--- config.mk ---
export PLATFORM = sky130hd
export DESIGN_NAME = cfg_expect_bit
export DESIGN_NICKNAME = d
export VERILOG_FILES = /design/src/rtl/cfg_frame_pkg.sv /design/src/rtl/cfg_expect_bit.sv
export SDC_FILE = /design/constraint.sdc
export NUM_CORES = 1
export LEC_CHECK = 0
export BUFFER_PORTS_ARGS = -buffer_cell sky130_fd_sc_hd__buf_4
export CORE_AREA = 2 2 39 41
export DETAILED_ROUTE_END_ITERATION = 10
export DIE_AREA = 0 0 41 43
export SYNTH_ARGS = -nofsm -noshare
export SYNTH_HDL_FRONTEND = slang
export SYNTH_SLANG_ARGS = --single-unit
--- constraint.sdc ---
create_clock -name vclk -period 2.5
set_clock_uncertainty 0.1 [all_clocks]
set_input_delay 0.375 -clock vclk [all_inputs]
set_output_delay 0.375 -clock vclk [all_outputs]
set_load 0.02 [all_outputs]
--- src/rtl/cfg_frame_pkg.sv ---
package cfg_frame_pkg;

   typedef enum logic [3:0] {
      ST_HUNT,
      ST_PRE,
      ST_LEN,
      ST_FILL,
      ST_START,
      ST_DATA,
      ST_TRAIL,
      ST_POST,
      ST_DONE,
      ST_WAIT
   } cfg_state_e;

   localparam int          LEN_BITS     = 24;
   localparam int          SHORT_CHECK  = 4;
   localparam int          LONG_CHECK   = 11;
   localparam int          CRC_W        = 16;
   localparam logic [15:0] CRC_POLY     = 16'h8005;
   localparam logic [3:0]  PRE_CODE     = 4'b0010;
   localparam logic [3:0]  FILL_CODE    = 4'b1111;
   localparam logic [3:0]  TRAIL_CODE   = 4'b0110;
   localparam logic [7:0]  POST_CODE    = 8'b0111_1111;

endpackage

--- src/rtl/cfg_expect_bit.sv ---
module cfg_expect_bit
   import cfg_frame_pkg::*;
#(
   parameter int FRAME_BITS = 8,
   parameter bit USE_CRC    = 1'b0,
   parameter int POSW       = 5
) (
   input  cfg_state_e      state_i,
   input  logic [POSW-1:0] pos_i,
   input  logic            last_i,
   input  logic [10:0]     crc_i,
   output logic            exp_o,
   output logic            seg_end_o
);

   localparam logic [POSW-1:0] END_SHORT = POSW'(SHORT_CHECK - 1);
   localparam logic [POSW-1:0] END_LONG  = POSW'(LONG_CHECK - 1);
   localparam logic [POSW-1:0] END_LEN   = POSW'(LEN_BITS - 1);
   localparam logic [POSW-1:0] END_DATA  = POSW'(FRAME_BITS - 1);
   localparam logic [POSW-1:0] END_POST  = POSW'(7);

   logic            trail_exp;
   logic [POSW-1:0] trail_end;

   if (USE_CRC) begin : g_crc_trail
      logic [3:0]  sh_short;
      logic [10:0] sh_long;
      always_comb begin
         sh_short  = crc_i[3:0] << pos_i;
         sh_long   = crc_i << pos_i;
         trail_exp = last_i ? sh_long[10] : sh_short[3];
         trail_end = last_i ? END_LONG : END_SHORT;
      end
   end else begin : g_const_trail
      logic       unused_crc;
      logic       unused_last;
      logic [3:0] sh_code;
      assign unused_crc  = ^crc_i;
      assign unused_last = last_i;
      always_comb begin
         sh_code   = TRAIL_CODE << pos_i;
         trail_exp = sh_code[3];
         trail_end = END_SHORT;
      end
   end

   logic [3:0] sh_pre;
   logic [3:0] sh_fill;
   logic [7:0] sh_post;

   always_comb begin
      sh_pre    = PRE_CODE << pos_i;
      sh_fill   = FILL_CODE << pos_i;
      sh_post   = POST_CODE << pos_i;
      exp_o     = 1'b0;
      seg_end_o = 1'b0;
      unique case (state_i)
         ST_PRE:   begin exp_o = sh_pre[3];  seg_end_o = (pos_i == END_SHORT); end
         ST_LEN:   begin exp_o = 1'b0;       seg_end_o = (pos_i == END_LEN);   end
         ST_FILL:  begin exp_o = sh_fill[3]; seg_end_o = (pos_i == END_SHORT); end
         ST_START: begin exp_o = 1'b0;       seg_end_o = 1'b1;                 end
         ST_DATA:  begin exp_o = 1'b0;       seg_end_o = (pos_i == END_DATA);  end
         ST_TRAIL: begin exp_o = trail_exp;  seg_end_o = (pos_i == trail_end); end
         ST_POST:  begin exp_o = sh_post[7]; seg_end_o = (pos_i == END_POST);  end
         default:  begin exp_o = 1'b1;       seg_end_o = 1'b0;                 end
      endcase
   end

endmodule

==> impl_metrics.yaml <==
outcome:
  status: "completed"
setup_path:
  startpoint_type: "primary input"
  crit_start: "state_i[0]"
  path_class: "in2out"
  critPathTopFamily: "simple AND/OR/NAND/NOR gates"
  cp_common_cell: "buf_4"
  required_ns: 2.03
  endpoint: "exp_o"
  cp_num_buf_inv: 2
  cp.depth: 6
  max_stage_delay_ns: 0.23
  crit_arrival_ns: 1.40
  crit_path_end_kind: "primary output"
  cp_max_fo: 8
  path_cells: "buf_4, nor2b_1, or2_1, a32oi_1, o2111ai_1, buf_4"
  crit_path_top_delay_cell: "or2_1"
clock_tree:
  post_cts_buffers: 0
  holdBufCountCts: 0
  ctsResizeCount: 0
yosys:
  synth_top_cell_area_share_pct: 11.6
  yosys_warnings: 0
  synthesis.area_um2: 161
  synth_sequential_area_ratio_pct: 0
  yosysTopAreaCell: "nor4_1"
  yosys-top-cells-count: "3 x nor4_1, 2 x inv_1"
  syn_nets: 44
  syn_avg_cell_area_um2: 7.02
  synth_area_leaders: "nor4_1 12%, o41ai_2 10%, a32o_1 6.2%"
  syn_inst: 23
  synth_cell_type_count: 20
  synth.most_common_cell: "nor4_1"
grt:
  grt_max_degree: 9
  track_usage_pct: 5.79
  grt_pass1_wl_um: 779
  grt_pass1_vias: 201
  grt_overflow_total: 0
  grt_antenna_before_repair: 0
  met2_usage_pct: 10.0
  grt-busiest-layer: "met2"
  met3_usage_pct: 0
  grtUsageMet1_pct: 8.23
placement:
  place.detailed.hpwl_um: 430
  gp_congestion: 0.649
  portBuffers: 11
timing:
  maxSlewHeadroom_pct: 83.9
  grt_setup_unrepaired: "false"
  setup_viol: 0
  fin_crit_sh_pct: 74.9
  worst_pin_slew_ns: 0.239
  period_needed_ns: 1.87
  drv_slew: 0
  fin_setup_tns_ns: 0
  fmax_ghz: 0.534
  finalHoldViolCount: 0
die:
  core_area_um2: 1380
  die_width_um: 41
  row_count: 14
  ios: 23
  dieArea_um2: 1760
  initial_utilization_pct: 11.7
  die_h_um: 43
pwr:
  leakagePower_nw: 0.108
  power.total_w: 0.0000387
  vdd_ir_drop_max_mv: 0.0231
  cellPowerDensity_nw_per_um2: 147
flow_run:
  maxCapViolations: 0
routing:
  vias_per_cell: 4.56
  drc: 0
  firstDrtPassIters: 2
  detail_route.wirelength_um: 514
  first_iter_violations: 1
  wire_per_inst_um: 10.3
  vias: 228
  drtAntennaViolNets: 0
final_layout:
  register_area_um2: 0
  areaGrowthSynthToFinish_pct: 63.6
  clkbuf_count: 0
  nets: 57
  seq_cell_count: 0
  antennaDiodeCount: 0
  layout-drive-gt1-share_pct: 38.2
hold_path:
  worstHoldPathType: "in2out"
-- cell type report --
cell class                 instances  area [um2]
fill                             163        1120
multi-input combinational         21         154
timing repair buffer              11        82.6
tap                               16        20.0
inverter                           2        7.51
-- cell families (layout without fill, tap and decap cells) --
| family | count (synthesis) | in the layout | share of synthesized area (%) |
|---|---|---|---|
| compound gates | 8 | 8 | 42.6 |
| buf+inv | 2 | 13 | 4.65 |
| simple gates | 13 | 13 | 52.7 |
-- per-stage QoR --
stage / utilization (%) / hold WS, ns / instance area [um2] / worst slack, ns / std cells
after global placement: 19.1 / 1.06 / 264 / 0.623 / 50
after CTS: 19.1 / 1.06 / 264 / 0.610 / 50
after detailed placement: 19.1 / 1.06 / 264 / 0.611 / 50
after global routing: 19.1 / 1.09 / 264 / 0.587 / 50
after floorplan: - / 0.872 / 161 / 0.797 / 23
final: 19.1 / 1.05 / 264 / 0.628 / 50
-- layer usage --
layer  up-vias  part of all wire [%]
li1        120                     -
met1       101                    45
met2         7                    47
met3         0                   7.8
met4         0                     0
met5         -                     0
-- worst min path at each step --
stage,slack (ns),cells after the start,to,from
after floorplan,0.87,2,exp_o,state_i[3]
after global placement,1.06,4,exp_o,state_i[3]
after detailed placement,1.06,4,exp_o,state_i[3]
after CTS,1.06,4,exp_o,state_i[3]
after global routing,1.09,4,exp_o,state_i[3]
final,1.05,4,exp_o,state_i[3]
-- power by group --
| group | internal, W | leakage, nW | switching, W |
|---|---|---|---|
| logic | 0.0000195 | 0.108 | 0.0000192 |
| registers | 0 | 0 | 0 |
| clock network | 0 | 0 | 0 |
-- layout by cell type, fill, tap and decap left out --
| cell type | count |
|---|---|
| a21oi_1 | 1 |
| a32oi_1 | 1 |
| nor4bb_1 | 1 |
| inv_1 | 2 |
| nand4_1 | 1 |
| or3_1 | 1 |
| nand2_1 | 1 |
| nor3_2 | 1 |
| nor4_1 | 3 |
| o211ai_1 | 1 |
| o2111ai_1 | 1 |
| nor3_1 | 1 |
| nor2b_1 | 1 |
| o41ai_2 | 1 |
| and3b_1 | 1 |
| or2_1 | 1 |
| a21boi_0 | 1 |
| buf_4 | 11 |
| o21ai_0 | 1 |
| a32o_1 | 1 |
| nor2_1 | 1 |
No activity file was read; power rests on OpenSTA's default activity.
